File: config.mk
export PLATFORM = sky130hd
export DESIGN_NAME = status_flag_reg
export DESIGN_NICKNAME = d
export VERILOG_FILES = /design/src/rtl/sfr_pkg.sv /design/src/rtl/sfr_rst_sync.sv /design/src/rtl/sfr_flag_eval.sv /design/src/rtl/sfr_cmd_decode.sv /design/src/rtl/status_flag_reg.sv
export SDC_FILE = /design/constraint.sdc
export NUM_CORES = 1
export LEC_CHECK = 0
export BUFFER_PORTS_ARGS = -buffer_cell sky130_fd_sc_hd__buf_2
export CAP_MARGIN = 10
export CORE_UTILIZATION = 38
export CTS_BUF_LIST = sky130_fd_sc_hd__clkbuf_16
export CTS_CLUSTER_SIZE = 25
export DETAILED_ROUTE_END_ITERATION = 10
export HOLD_SLACK_MARGIN = 0.05
export PLACE_DENSITY_LB_ADDON = 0.05
export SLEW_MARGIN = 10
export SYNTH_ARGS = -nofsm -noshare
export SYNTH_HDL_FRONTEND = slang
export SYNTH_SLANG_ARGS = --single-unit
File: constraint.sdc
create_clock -name clk -period 0.8 [get_ports clk]
set_input_delay 0.16 -clock clk [delete_from_list [all_inputs] [get_ports clk]]
set_output_delay 0.16 -clock clk [all_outputs]
set_load 0.1 [all_outputs]
File: src/rtl/sfr_pkg.sv
package sfr_pkg;
  localparam int SFR_MASK_W   = 8;
  localparam int SFR_PRIO_W   = 3;
  localparam int SFR_M_BIT    = 5;
  localparam int SFR_V_BIT    = 6;
  localparam int SFR_N_BIT    = 7;
  localparam int SFR_PRIO_LSB = SFR_MASK_W;
  localparam int SFR_W        = SFR_PRIO_LSB + SFR_PRIO_W;
  localparam int SFR_LANES    = 2;
  localparam int LANE_NARROW  = 0;
  localparam int LANE_WIDE    = 1;
endpackage

File: src/rtl/sfr_rst_sync.sv
module sfr_rst_sync #(
  parameter int STAGES = 2
) (
  input  logic clk,
  input  logic arst_n,
  output logic srst_n
);
  logic [STAGES-1:0] sync_q;

  always_ff @(posedge clk or negedge arst_n) begin
    if (!arst_n) sync_q <= '0;
    else         sync_q <= {sync_q[STAGES-2:0], 1'b1};
  end

  assign srst_n = sync_q[STAGES-1];
endmodule

File: src/rtl/sfr_flag_eval.sv
module sfr_flag_eval #(
  parameter int LANES = 2
) (
  input  logic             lane_narrow,
  input  logic [LANES-1:0] sign,
  input  logic [LANES-1:0] cin_msb,
  input  logic [LANES-1:0] cout_msb,
  output logic             neg,
  output logic             ovf
);
  localparam int L_NARROW = 0;
  localparam int L_WIDE   = LANES - 1;

  logic [LANES-1:0] lane_ovf;

  // signed overflow per lane: carry into the lane MSB differs from carry out
  genvar g;
  generate
    for (g = 0; g < LANES; g++) begin : g_lane
      assign lane_ovf[g] = cin_msb[g] ^ cout_msb[g];
    end
  endgenerate

  always_comb begin
    if (lane_narrow) begin
      neg = sign[L_NARROW];
      ovf = lane_ovf[L_NARROW];
    end else begin
      neg = sign[L_WIDE];
      ovf = lane_ovf[L_WIDE];
    end
  end
endmodule

File: src/rtl/sfr_cmd_decode.sv
module sfr_cmd_decode #(
  parameter int MASK_W = 8,
  parameter int M_BIT  = 5,
  parameter int V_BIT  = 6
) (
  input  logic              set_m,
  input  logic              clr_m,
  input  logic              clr_v,
  input  logic              mask_set,
  input  logic              mask_clr,
  input  logic [MASK_W-1:0] mask,
  output logic [MASK_W-1:0] set_vec,
  output logic [MASK_W-1:0] clr_vec
);
  genvar g;
  generate
    for (g = 0; g < MASK_W; g++) begin : g_bit
      if (g == M_BIT) begin : g_mode
        assign set_vec[g] = (mask_set & mask[g]) | set_m;
        assign clr_vec[g] = (mask_clr & mask[g]) | clr_m;
      end else if (g == V_BIT) begin : g_ovf
        assign set_vec[g] = mask_set & mask[g];
        assign clr_vec[g] = (mask_clr & mask[g]) | clr_v;
      end else begin : g_plain
        assign set_vec[g] = mask_set & mask[g];
        assign clr_vec[g] = mask_clr & mask[g];
      end
    end
  endgenerate
endmodule

File: src/rtl/status_flag_reg.sv
module status_flag_reg
  import sfr_pkg::*;
#(
  parameter int MASK_W = SFR_MASK_W,
  parameter int PRIO_W = SFR_PRIO_W,
  parameter int LANES  = SFR_LANES
) (
  input  logic                     clk,
  input  logic                     rst_n,
  input  logic                     res_valid,
  input  logic                     res_arith,
  input  logic                     dec_mode,
  input  logic [LANES-1:0]         res_sign,
  input  logic [LANES-1:0]         res_cin_msb,
  input  logic [LANES-1:0]         res_cout_msb,
  input  logic                     cmd_set_m,
  input  logic                     cmd_clr_m,
  input  logic                     cmd_clr_v,
  input  logic                     cmd_mask_set,
  input  logic                     cmd_mask_clr,
  input  logic [MASK_W-1:0]        cmd_mask,
  input  logic                     pull_valid,
  input  logic [MASK_W+PRIO_W-1:0] pull_data,
  output logic [MASK_W+PRIO_W-1:0] sr_out
);
  localparam int REG_W = MASK_W + PRIO_W;

  logic             rst_sync_n;
  logic [REG_W-1:0] sr_q, sr_d;
  logic             sr_en;
  logic             flag_neg, flag_ovf;
  logic [MASK_W-1:0] set_vec, clr_vec, low_mix;

  sfr_rst_sync #(.STAGES(2)) u_rst (
    .clk   (clk),
    .arst_n(rst_n),
    .srst_n(rst_sync_n)
  );

  sfr_flag_eval #(.LANES(LANES)) u_eval (
    .lane_narrow(sr_q[SFR_M_BIT]),
    .sign       (res_sign),
    .cin_msb    (res_cin_msb),
    .cout_msb   (res_cout_msb),
    .neg        (flag_neg),
    .ovf        (flag_ovf)
  );

  sfr_cmd_decode #(
    .MASK_W(MASK_W),
    .M_BIT (SFR_M_BIT),
    .V_BIT (SFR_V_BIT)
  ) u_cmd (
    .set_m   (cmd_set_m),
    .clr_m   (cmd_clr_m),
    .clr_v   (cmd_clr_v),
    .mask_set(cmd_mask_set),
    .mask_clr(cmd_mask_clr),
    .mask    (cmd_mask),
    .set_vec (set_vec),
    .clr_vec (clr_vec)
  );

  // next state: result flags, then sets, then clears, then stack load on top
  always_comb begin
    low_mix = sr_q[MASK_W-1:0];
    if (res_valid && !dec_mode) begin
      low_mix[SFR_N_BIT] = flag_neg;
      if (res_arith) low_mix[SFR_V_BIT] = flag_ovf;
    end
    low_mix = (low_mix | set_vec) & ~clr_vec;
    sr_d = {sr_q[REG_W-1:MASK_W], low_mix};
    if (pull_valid) sr_d = pull_data;
  end

  assign sr_en = pull_valid | res_valid | (|set_vec) | (|clr_vec);

  always_ff @(posedge clk or negedge rst_sync_n) begin
    if (!rst_sync_n)  sr_q <= '0;
    else if (sr_en)   sr_q <= sr_d;
  end

  assign sr_out = sr_q;
endmodule

Yosys cells after proc, flatten, opt, wreduce, memory -nomap -nowiden
Index checks and enable logic that the tools add are counted.

Register bits: 13. Input port bits: 36. Output and inout bits: 11. Word-level logic and storage cells: 40.

Mux-type cells: 5. Reductions and logical operators: 5. Bitwise operators: 27.

Operator list (count): bitwise AND 1 bit (16); OR reduction 8 bit (2); bitwise AND 8 bit (1); two-way mux 8 bit (1); inverter 8 bit (1); bitwise OR 8 bit (1); bitwise OR 1 bit (6); two-way mux 1 bit (3); two-way mux 2 bit (1); AND reduction 2 bit (1); XOR 1 bit (2); logical AND 1 bit (1); logical NOT 1 bit (1).

Logic depth before layout (Yosys ltp)
Depth after elaboration: 7. Mapped depth: 4. Mapped depth without buffers: 4.

Cells and area by module
From an unflattened synthesis, not the netlist that was laid out.

Cell total of the unflattened synthesis: 67. Area, all modules: 700.7 um^2.

By module, submodules not included: status_flag_reg (area each 499.2 um^2, instances 1, seq. area each 275.3 um^2, cells an instance 44); sfr_cmd_decode (area each 105.1 um^2, instances 1, seq. area each 0.0 um^2, cells an instance 16); sfr_rst_sync (area each 53.8 um^2, instances 1, seq. area each 50.0 um^2, cells an instance 3); sfr_flag_eval (area each 42.5 um^2, instances 1, seq. area each 0.0 um^2, cells an instance 4).

Worst setup path before layout
No wires, ideal clock.

Kind: register to register. Start: register sr_q[7] (netlist: sr_out[7]). End: register sr_q[7] (netlist: sr_out[7]). Cell stages (with the launch flop): 4. Setup time: 0.121 ns. Period minus slack after synthesis: 1.528 ns. Data arrival time: 1.406 ns. Data required time: 0.679 ns. Slack: -0.728 ns. Cells stage by stage: dfrtp_1 -> nor2b_1 -> a221o_1 -> a22o_1.

Longest elaborated chain between the ends: 4.

Ends and longest elaborated chain: start, declared (RTL line status_flag_reg.sv:29) `logic [REG_W-1:0] sr_q, sr_d;`; start signal, assigned (RTL line status_flag_reg.sv:80) `else if (sr_en) sr_q <= sr_d;`; two-way mux 2 bit (RTL line status_flag_reg.sv:67) `if (res_valid && !dec_mode) begin`; bitwise OR 8 bit (RTL line status_flag_reg.sv:71) `low_mix = (low_mix | set_vec) & ~clr_vec;`; bitwise AND 8 bit (RTL line status_flag_reg.sv:71); two-way mux 8 bit (RTL line status_flag_reg.sv:73) `if (pull_valid) sr_d = pull_data;`.

Every way passes these cells. A chain may end at the register's enable or synchronous reset.

Final worst setup path
Start: register sr_q[5] (netlist: sr_out[5]). End: register sr_q[7] (netlist: sr_out[7]).

Longest elaborated chain between the ends: 5.

Ends and longest elaborated chain: two-way mux 1 bit (RTL line sfr_flag_eval.sv:25) `if (lane_narrow) begin`; two-way mux 2 bit (RTL line status_flag_reg.sv:67); bitwise OR 8 bit (RTL line status_flag_reg.sv:71); bitwise AND 8 bit (RTL line status_flag_reg.sv:71); two-way mux 8 bit (RTL line status_flag_reg.sv:73).

Every way passes these cells.

==> run metrics <==
Post-Layout Inst Area=1330 µm²; Vias/cell=5.46; post-layout util=0.871; global-route wire length before repair=2950 µm; leading cell type in the layout, fill and taps excluded=buf_2; CTS tree=done; XOR/XNOR Fraction of Synth Area=0.0281; syn_nets=91; R2R depth=3; power density cells=2110 nW/µm²; worst endpoint required time=930 ps; clk slew on worst S/H paths=50 ps; Lkg Pwr=0.625 nW; max incr delay on CP=390 ps; initial DRC count=14; DR vias=699; Die X=42.5 µm; crit path cell chain=mux2_4, a221o_1, a22o_1; n_diodes=0; FILL cells=75; Setup-failing EPs final=22; reg2reg start=sr_out[5]; Post-Synth Adder-Cell Area=0; maximum vdd drop=1.82 mV; Crit Path Max Fanout=2; initial antenna violation count=0; fmax=0.774 GHz; I/O pin cnt=47; leading cell types in the layout, fill and taps excluded=35 x buf_2, 12 x buf_12, 10 x dfrtp_4; wirelength, routed=2120 µm; crit end category=flip-flop; RD Place Congestion=0.823; mean routed wirelength per cell=16.5 µm; Synth Cell Area=623 µm²; DRC Markers=0; hold path startpoint=pull_data[1]; cts bufs inserted=3; worst hold path type=in2reg; mux contribution to synthesized area=0.0783; final period utilization=1.61; final hold vios=0; count of unique library cells instantiated by Yosys=20; GR Overflow Total=0; CP arrival=1420 ps; port bufs=46; status=complete, but fails checks; FP Rows=14; drt pass-1 iters=4; Tmin final=1290 ps; RR Endpoint=sr_out[7]; DIE HEIGHT=42.5 µm; largest net degree at the start of global routing=13; hold path cells=2; multi-input logic area=343 µm²; largest family of logic cells by synthesized area=compound AO/OA/AOI/OAI gates; Synth warnings=0; core area=1520 µm²; Post-DP Area=1130 µm²; R2R Setup Slk=-490 ps; H-tree Lvls=1; critical path class=reg2reg; Total GRT Usage=0.226; clk sinks=13; worst setup margin=-491 ps; maxcap violations=0; register area=363 µm²; total power=2.80 mW; Slowest cell on crit path=dfrtp_1; DP Worst Slack=-482 ps; Synth Area in Compound Gates=0.295; RSZ-0062 raised after global routing=yes; number of synthesized register bits=13; die area=1810 µm²; failing checks=negative setup slack; clk buf depth=2; clock skew=4.00 ps; Mean Syn Cell Area=11.3 µm²; Max Slew Vio Count=0; Initial Util=0.409; Clk Latency, worst-skew pair=240 ps; simple-gate portion of the synthesized area=0.0321; vias in the first global route=639; Syn-to-layout area delta=113%; Cells after Synth=55; hpwl dp=1310 µm; Post-DRT Antenna Nets=0; # nets final=149; Seq/Total Area, Yosys=0.522; CTS root buf=clkbuf_16; fraction of layout cells with a size suffix above 1=0.768; Hold Path End=sr_out[1]; type of origin of the critical path=flip-flop
## cell type report
class | instances | share of cell area
well taps | 16 | 0.0151
clock inverters | 1 | 0.00283
clock buffers | 3 | 0.0566
repair buffers | 58 | 0.394
flip-flops and latches | 13 | 0.273
multi-input cells | 37 | 0.258
## sequential cells by signal, summed over array words and instances (netlist names)
register / count
sr_out: 11
u_rst.sync_q: 2
## Yosys cell counts
| master | n | area share |
|---|---|---|
| conb_1 | 1 | 0.0060 |
| a22o_1 | 1 | 0.014 |
| a2111oi_0 | 1 | 0.014 |
| nor2_1 | 1 | 0.0060 |
| dfrtp_1 | 13 | 0.52 |
| xor2_1 | 1 | 0.014 |
| a21oi_1 | 8 | 0.064 |
| buf_4 | 1 | 0.012 |
| a221o_1 | 1 | 0.016 |
| a211o_2 | 1 | 0.016 |
| buf_2 | 1 | 0.0080 |
| clkbuf_1 | 3 | 0.018 |
| a221oi_1 | 1 | 0.014 |
| nand2_1 | 1 | 0.0060 |
| a211oi_1 | 7 | 0.084 |
| xnor2_1 | 1 | 0.014 |
| mux2_4 | 1 | 0.024 |
| nor2b_1 | 2 | 0.020 |
| a21o_1 | 6 | 0.072 |
| mux2_2 | 3 | 0.054 |
## kinds of logic (layout without fill, tap and decap cells)
kind of cell | Yosys count | in the layout
compound gates | 26 | 26
buf+inv | 5 | 62
flops | 13 | 13
other cells | 1 | 1
xor+xnor | 2 | 2
simple gates | 4 | 4
mux | 4 | 4
## layer usage
layer / track usage / vias up / wire length, µm
li1: - / 317 / -
met1: 0.263 / 336 / 831
met2: 0.378 / 39 / 1110
met3: 0.0733 / 7 / 128
met4: 0.0938 / 0 / 47
met5: 0 / - / 0
## worst max-delay path by stage
stage | from | endpoint
global route | sr_out[5] | sr_out[7]
detailed placement | sr_out[5] | sr_out[7]
finish | sr_out[5] | sr_out[7]
floorplan | sr_out[7] | sr_out[7]
CTS | sr_out[5] | sr_out[7]
global placement | sr_out[5] | sr_out[7]
## power breakdown
part / internal, mW / switching, mW / total, mW
Combinational: 0.447 / 0.596 / 1.04
Sequential: 0.751 / 0.0765 / 0.827
Clock: 0.658 / 0.267 / 0.925
Total: 1.86 / 0.940 / 2.80
## worst max-delay path: cells and delay by family, from the launching register on
family	cells	cell delay [ps]
muxes	1	310
DFF	1	390
AOI/OAI and AO/OA	2	480
## metrics by stage
stage / std cells / setup TNS [ps] / hold slack, ps
global placement: 118 / -1920 / -49.6
floorplan: 55 / -2900 / -136
CTS: 127 / -5340 / 120
global route: 128 / -6130 / 121
detailed placement: 118 / -2140 / -50.2
finish: 128 / -5650 / 129
## what timing repair did
item                                    CTS  global route
pin swaps                                 4             2
gates cloned                              0             0
resized for setup                         9             7
hold endpoints to repair                  2             0
hold buffers                              1             0
setup buffers                             4             2
endpoints found under the setup margin   22            22
Power figures use the tool's default switching activity.
